<file path="src/rtl/pis_pkg.sv">
package pis_pkg;
    typedef enum logic [3:0] {
        S_IDLE, S_RAMP, S_LAST, S_EISO, S_REPAIR,
        S_FISO, S_FAIL_E, S_FAIL_P, S_DN_E, S_DN_P
    } seq_state_t;

    localparam int STW      = 16;
    localparam int B_SW     = 0;
    localparam int B_PGOOD  = 1;
    localparam int B_EISO   = 2;
    localparam int B_MREP   = 3;
    localparam int B_RDONE  = 4;
    localparam int B_FISO   = 5;
    localparam int B_BUSY   = 8;
    localparam int B_DONE   = 9;
    localparam int B_ERR    = 10;
    localparam int B_UP     = 12;
    localparam int B_INR_LO = 13;
    localparam logic [1:0] INR_TOP = 2'd3;
endpackage

</file>
<file path="src/rtl/pis_sync.sv">
module pis_sync #(
    parameter int N = 2
) (
    input  logic         clk,
    input  logic         rst_n,
    input  logic [N-1:0] d_async,
    output logic [N-1:0] q_sync
);
    for (genvar i = 0; i < N; i++) begin : g_bit
        logic s1_q, s2_q;
        always_ff @(posedge clk or negedge rst_n) begin
            if (!rst_n) begin
                s1_q <= 1'b0;
                s2_q <= 1'b0;
            end else begin
                s1_q <= d_async[i];
                s2_q <= s1_q;
            end
        end
        assign q_sync[i] = s2_q;
    end
endmodule

</file>
<file path="src/rtl/pis_win_timer.sv">
module pis_win_timer #(
    parameter int PG_LIM = 150,
    parameter int MR_LIM = 50
) (
    input  logic clk,
    input  logic rst_n,
    input  logic clr,
    input  logic sel_mr,
    output logic hit
);
    localparam int MAXLIM = (PG_LIM > MR_LIM) ? PG_LIM : MR_LIM;
    localparam int W      = $clog2(MAXLIM + 1);
    localparam logic [W-1:0] PG_END = W'(PG_LIM - 1);
    localparam logic [W-1:0] MR_END = W'(MR_LIM - 1);

    logic [W-1:0] cnt_q;

    always_ff @(posedge clk or negedge rst_n) begin
        if (!rst_n)   cnt_q <= '0;
        else if (clr) cnt_q <= '0;
        else          cnt_q <= cnt_q + 1'b1;
    end

    assign hit = (cnt_q == (sel_mr ? MR_END : PG_END));

    assert_window_bound_R6: assert property (@(posedge clk) disable iff (!rst_n)
        cnt_q < W'(MAXLIM));
endmodule

</file>
<file path="src/rtl/pis_seq_fsm.sv">
module pis_seq_fsm
    import pis_pkg::*;
(
    input  logic       clk,
    input  logic       rst_n,
    input  logic       req_on,
    input  logic       req_off,
    input  logic       pg_s,
    input  logic       rd_s,
    input  logic       win_hit,
    output logic       win_clr,
    output logic       win_sel_mr,
    output logic       sw_q,
    output logic [1:0] inr_q,
    output logic       eiso_q,
    output logic       mrep_q,
    output logic       fiso_q,
    output logic       up_q,
    output logic       busy_o,
    output logic       done_q,
    output logic       err_q
);
    seq_state_t state_q, state_d;

    always_comb begin
        state_d = state_q;
        unique case (state_q)
            S_IDLE: begin
                if (req_on)       state_d = sw_q ? S_IDLE : S_RAMP;
                else if (req_off) state_d = S_DN_E;
            end
            S_RAMP: begin
                if (pg_s)                          state_d = S_EISO;
                else if (win_hit && inr_q == INR_TOP) state_d = S_LAST;
            end
            S_LAST:   state_d = pg_s ? S_EISO : S_FAIL_P;
            S_EISO:   state_d = S_REPAIR;
            S_REPAIR: begin
                if (rd_s)         state_d = S_FISO;
                else if (win_hit) state_d = S_FAIL_E;
            end
            S_FISO:   state_d = S_IDLE;
            S_FAIL_E: state_d = S_FAIL_P;
            S_FAIL_P: state_d = S_IDLE;
            S_DN_E:   state_d = S_DN_P;
            S_DN_P:   state_d = S_IDLE;
            default:  state_d = S_IDLE;
        endcase
    end

    assign win_clr    = !(((state_q == S_RAMP) && !win_hit) || (state_q == S_REPAIR));
    assign win_sel_mr = (state_q == S_REPAIR);
    assign busy_o     = (state_q != S_IDLE);

    always_ff @(posedge clk or negedge rst_n) begin
        if (!rst_n) state_q <= S_IDLE;
        else        state_q <= state_d;
    end

    always_ff @(posedge clk or negedge rst_n) begin
        if (!rst_n) begin
            sw_q   <= 1'b0;
            inr_q  <= 2'd0;
            eiso_q <= 1'b0;
            mrep_q <= 1'b0;
            fiso_q <= 1'b0;
            up_q   <= 1'b0;
            done_q <= 1'b0;
            err_q  <= 1'b0;
        end else begin
            unique case (state_q)
                S_IDLE: begin
                    if (req_on) begin
                        err_q  <= 1'b0;
                        done_q <= sw_q;
                        if (!sw_q) begin
                            sw_q  <= 1'b1;
                            inr_q <= 2'd0;
                        end
                    end else if (req_off) begin
                        err_q  <= 1'b0;
                        done_q <= 1'b0;
                        fiso_q <= 1'b0;
                        up_q   <= 1'b0;
                    end
                end
                S_RAMP: begin
                    if (pg_s)                             eiso_q <= 1'b1;
                    else if (win_hit && inr_q != INR_TOP) inr_q  <= inr_q + 2'd1;
                end
                S_LAST:   if (pg_s) eiso_q <= 1'b1;
                S_EISO:   mrep_q <= 1'b1;
                S_REPAIR: if (rd_s || win_hit) mrep_q <= 1'b0;
                S_FISO: begin
                    fiso_q <= 1'b1;
                    up_q   <= 1'b1;
                    done_q <= 1'b1;
                end
                S_FAIL_E: eiso_q <= 1'b0;
                S_FAIL_P: begin
                    sw_q  <= 1'b0;
                    inr_q <= 2'd0;
                    err_q <= 1'b1;
                end
                S_DN_E:   eiso_q <= 1'b0;
                S_DN_P: begin
                    sw_q   <= 1'b0;
                    inr_q  <= 2'd0;
                    done_q <= 1'b1;
                end
                default: ;
            endcase
        end
    end

    assert_fiso_needs_eiso_R11: assert property (@(posedge clk) disable iff (!rst_n)
        fiso_q |-> eiso_q);
    assert_eiso_needs_sw_R11: assert property (@(posedge clk) disable iff (!rst_n)
        (eiso_q || mrep_q) |-> (sw_q && eiso_q == 1'b1 || !mrep_q && sw_q));
    assert_inrush_step_R2: assert property (@(posedge clk) disable iff (!rst_n)
        (sw_q && $past(sw_q) && inr_q != $past(inr_q)) |-> (inr_q == $past(inr_q) + 2'd1));
    assert_iso_before_open_R8: assert property (@(posedge clk) disable iff (!rst_n)
        $fell(sw_q) |-> (!$past(eiso_q) && !fiso_q));
    assert_flags_excl_R9: assert property (@(posedge clk) disable iff (!rst_n)
        !(done_q && err_q));
    assert_on_noop_R5: assert property (@(posedge clk) disable iff (!rst_n)
        (!busy_o && req_on && sw_q) |=>
        (sw_q && $stable(inr_q) && $stable(eiso_q) && $stable(fiso_q) && done_q && !busy_o));
    assert_busy_start_R9: assert property (@(posedge clk) disable iff (!rst_n)
        $rose(busy_o) |-> $past(req_on || req_off));
endmodule

</file>
<file path="src/rtl/pwr_island_seq.sv">
module pwr_island_seq
    import pis_pkg::*;
#(
    parameter int CLK_FREQ_HZ = 50_000_000,
    parameter int PG_WIN_NS   = 3000,
    parameter int MR_WIN_NS   = 1000
) (
    input  logic        clk,
    input  logic        rst_n,
    input  logic        req_on,
    input  logic        req_off,
    input  logic        pgood_async,
    input  logic        rdone_async,
    output logic        sw_en,
    output logic [1:0]  inrush_lim,
    output logic        eiso_rel,
    output logic        mrep_req,
    output logic        fiso_rel,
    output logic        busy,
    output logic        done,
    output logic        err,
    output logic [15:0] status_word
);
    localparam int KHZ     = CLK_FREQ_HZ / 1000;
    localparam int PG_RAW  = (KHZ * PG_WIN_NS) / 1_000_000;
    localparam int MR_RAW  = (KHZ * MR_WIN_NS) / 1_000_000;
    localparam int PG_CYC  = (PG_RAW < 2) ? 2 : PG_RAW;
    localparam int MR_CYC  = (MR_RAW < 2) ? 2 : MR_RAW;

    logic [1:0] sync_q;
    logic       win_clr, win_sel_mr, win_hit, up_q;

    pis_sync #(.N(2)) u_sync (
        .clk(clk), .rst_n(rst_n),
        .d_async({rdone_async, pgood_async}),
        .q_sync(sync_q)
    );

    pis_win_timer #(.PG_LIM(PG_CYC), .MR_LIM(MR_CYC)) u_timer (
        .clk(clk), .rst_n(rst_n),
        .clr(win_clr), .sel_mr(win_sel_mr), .hit(win_hit)
    );

    pis_seq_fsm u_fsm (
        .clk(clk), .rst_n(rst_n),
        .req_on(req_on), .req_off(req_off),
        .pg_s(sync_q[0]), .rd_s(sync_q[1]),
        .win_hit(win_hit), .win_clr(win_clr), .win_sel_mr(win_sel_mr),
        .sw_q(sw_en), .inr_q(inrush_lim), .eiso_q(eiso_rel),
        .mrep_q(mrep_req), .fiso_q(fiso_rel), .up_q(up_q),
        .busy_o(busy), .done_q(done), .err_q(err)
    );

    always_comb begin
        status_word                         = '0;
        status_word[B_SW]                   = sw_en;
        status_word[B_PGOOD]                = sync_q[0];
        status_word[B_EISO]                 = eiso_rel;
        status_word[B_MREP]                 = mrep_req;
        status_word[B_RDONE]                = sync_q[1];
        status_word[B_FISO]                 = fiso_rel;
        status_word[B_BUSY]                 = busy;
        status_word[B_DONE]                 = done;
        status_word[B_ERR]                  = err;
        status_word[B_UP]                   = up_q;
        status_word[B_INR_LO +: 2]          = inrush_lim;
    end

    assert_up_implies_fiso_R4: assert property (@(posedge clk) disable iff (!rst_n)
        status_word[B_UP] |-> fiso_rel);
endmodule

</file>
<file path="config.mk">
export PLATFORM = sky130hd
export DESIGN_NAME = pwr_island_seq
export DESIGN_NICKNAME = d
export VERILOG_FILES = /design/src/rtl/pis_pkg.sv /design/src/rtl/pis_sync.sv /design/src/rtl/pis_win_timer.sv /design/src/rtl/pis_seq_fsm.sv /design/src/rtl/pwr_island_seq.sv
export SDC_FILE = /design/constraint.sdc
export NUM_CORES = 1
export LEC_CHECK = 0
export ABC_AREA = 1
export BUFFER_PORTS_ARGS = -buffer_cell sky130_fd_sc_hd__buf_4
export CORE_UTILIZATION = 26
export CTS_CLUSTER_SIZE = 40
export DETAILED_ROUTE_END_ITERATION = 12
export GPL_TIMING_DRIVEN = 0
export PLACE_DENSITY = 0.52
export SLEW_MARGIN = 20
export SYNTH_ARGS = -nofsm -noshare
export SYNTH_HDL_FRONTEND = slang
export SYNTH_SLANG_ARGS = --single-unit
export TNS_END_PERCENT = 30
</file>
<file path="constraint.sdc">
create_clock -name clk -period 4.3 [get_ports clk]
set_clock_uncertainty 0.1 [all_clocks]
set_input_delay 0.43 -clock clk [delete_from_list [all_inputs] [get_ports clk]]
set_output_delay 0.43 -clock clk [all_outputs]
set_load 0.05 [all_outputs]
</file>
==> out/metrics.cfg <==
[status]
status = completed

[pwr]
power_uw = 1261
max-vdd-ir-drop_mv = 0.2704
powerDensity_mw_per_mm2 = 742.5
p_leak_uw = 0.0008447

[yosys]
synth_flop_cell = dfrtp_1
synthCells = 168
synth_area_per_cell_sq_um = 8.073
synth.area.top_cells = dfrtp_1, buf_4, nand2_1, inv_1, nor2_1
yosysSeqAreaShare = 0.4428
synth-edff-count = 0
yosys_register_bits = 24
yosys_warnings = 0
yosys-top-cells-count = nand2_1, dfrtp_1, inv_1, nor2_1, buf_4
synthDistinctLibCells = 26
syn_area_sq_mm = 0.001356
async_flop_share = 1.000
synth_top_area_frac = 0.4428
yosys.area.top_type = dfrtp_1
post-synth-top-count-cell = nand2_1

[timing]
setup_violations = 0
hold_viol = 0
layout_setup_ws_ps = 2290
fin_crit_ps = 2010
rsz0062_at_grt = false
period_share = 0.4674
fin_setup_tns_ps = 0
fin_hold_ws_ps = 165.5
fmax_mhz = 497.6
drv_slew = 0

[placed_design]
gp_congestion = 0.7911
hpwl_um = 2063
placed_cells = 264
place.port_buffers = 26
place_ws_ps = 2577

[global_route]
grt_util_all_layers = 0.1148
antenna_found_initial = 0
grt_pass1_vias = 1055
grt_pass1_wl_um = 4823
grt_max_degree = 25
grt-ovfl-total = 0

[clock_network]
cts_root_buffer = clkbuf_8
cts_tree = built
cts_htree_levels = 1
cts_buffers = 3
clk_pin_slew_worst_paths_ps = 90
cts_setup_buffers = 0
clock_sinks = 24
clock_path_buffers = 2
insertion_delay_ps = 260

[cells_and_area]
area_growth_pct = 25.18
drive_above_1_share = 0.2886
layout.nets = 212
instances_no_fill = 268
diodes = 0

[die]
rows = 25
initial_utilization = 0.2779
dieArea_sq_mm = 0.005509
core_sq_mm = 0.004880
io_pins = 31
die_y_um = 74.23
dieWidth_um = 74.23

[critical_path]
ff2ff_setup_slack_ps = 2700
cp-start-kind = flop
crit_path_end_kind = output pin
required_ps = 3770
crit_type = flop to output pin
crit_arrival_ps = 1480
cp_max_fo = 5

[drt]
drt-vias-per-instance = 4.049
drt_iter0_drc = 68
drc = 0
first_pass_iters = 4
vias = 1085
wl_per_cell_um = 10.06
postRouteAntennaNets = 0
wl_um = 2695

[worst_hold_path]
min_path_type = input port to flop

[flow_run]
max-cap-violations = 0

[through the flow]
stage,util,area (sq um)
2_1_floorplan,-,1368
3_3_place_gp,0.3374,1647
3_5_place_dp,0.3374,1647
4_1_cts,0.3479,1698
5_1_grt,0.3479,1698
6_report,0.3479,1698
[sequential cells by signal, indices dropped and copies added (netlist names)]
signal	flops
u_fsm.done_q	1
u_fsm.eiso_q	1
u_fsm.err_q	1
u_fsm.fiso_q	1
u_fsm.inr_q	2
u_fsm.mrep_q	1
u_fsm.state_q	4
u_fsm.sw_q	1
u_sync.g_bit.s1_q	2
u_sync.g_bit.s2_q	2
u_timer.cnt_q	8
[timing repair]
action                                 CTS  global route
hold buffers                             1             0
endpoints found under the hold margin   24             0
resized for setup                        0             0
[logic make-up after synthesis]
| group | synth area share |
|---|---|
| simple gates | 0.2196 |
| buf+inv | 0.1670 |
| compound gates | 0.1015 |
| flops | 0.4428 |
| xor+xnor | 0.03875 |
| fa+ha+maj | 0.02768 |
| other cells | 0.002765 |
[metal layers]
| layer | track usage | part of all wire |
|---|---|---|
| met1 | 0.1455 | 0.47 |
| met2 | 0.1939 | 0.47 |
| met3 | 0.03388 | 0.050 |
| met4 | 0.02516 | 0.0074 |
| met5 | 0 | 0 |
[worst paths after layout]
path,start,endpoint,depth (start not counted)
max,u_fsm.state_q[2],status_word[8],6
min,rdone_async,u_sync.g_bit[1].s1_q,1
max reg2reg,u_fsm.state_q[2],u_fsm.state_q[1],10
min reg2reg,u_sync.g_bit[0].s1_q,u_sync.g_bit[0].s2_q,0
max in group asynchronous,rst_n,u_timer.cnt_q[2],2
min in group asynchronous,rst_n,u_fsm.mrep_q,2
[cells in the final DEF (no fill, tap or decap), types with 2 or more instances in the layout]
cell type and count:
dfrtp_1 24, xor2_1 4, nor2_2 3, nand2_2 3, clkbuf_8 3, inv_2 2, buf_4 42, conb_1 4
nor2_1 21, o21ai_0 7, inv_1 22, xnor2_1 2, nor3_1 4, a31oi_1 2, a21oi_1 12, nand2_1 25
nand3_1 8, ha_1 3
[critical path, stage by stage (launching register included)]
cell     delay (ps)
dfrtp_1         390
inv_1           140
nand2_2         110
inv_1           100
nand2_1         130
buf_4           160
buf_4           180
[power breakdown]
group / leakage, uW / switching [uW] / internal (uW)
clock: 0.0000216 / 70.2 / 62.6
combinational: 0.000517 / 529 / 259
sequential: 0.000307 / 57.3 / 282
[layout make-up]
cell class	count	area [sq um]
Buffer	18	136.4
Clock buffer	3	41.29
Fill cell	533	3182
Inverter	24	90.09
Multi-Input combinational cell	105	540.5
Sequential cell	24	600.6
Tap cell	67	83.83
Timing Repair Buffer	27	205.2
Note: power is estimated with default switching activity, not from simulation.
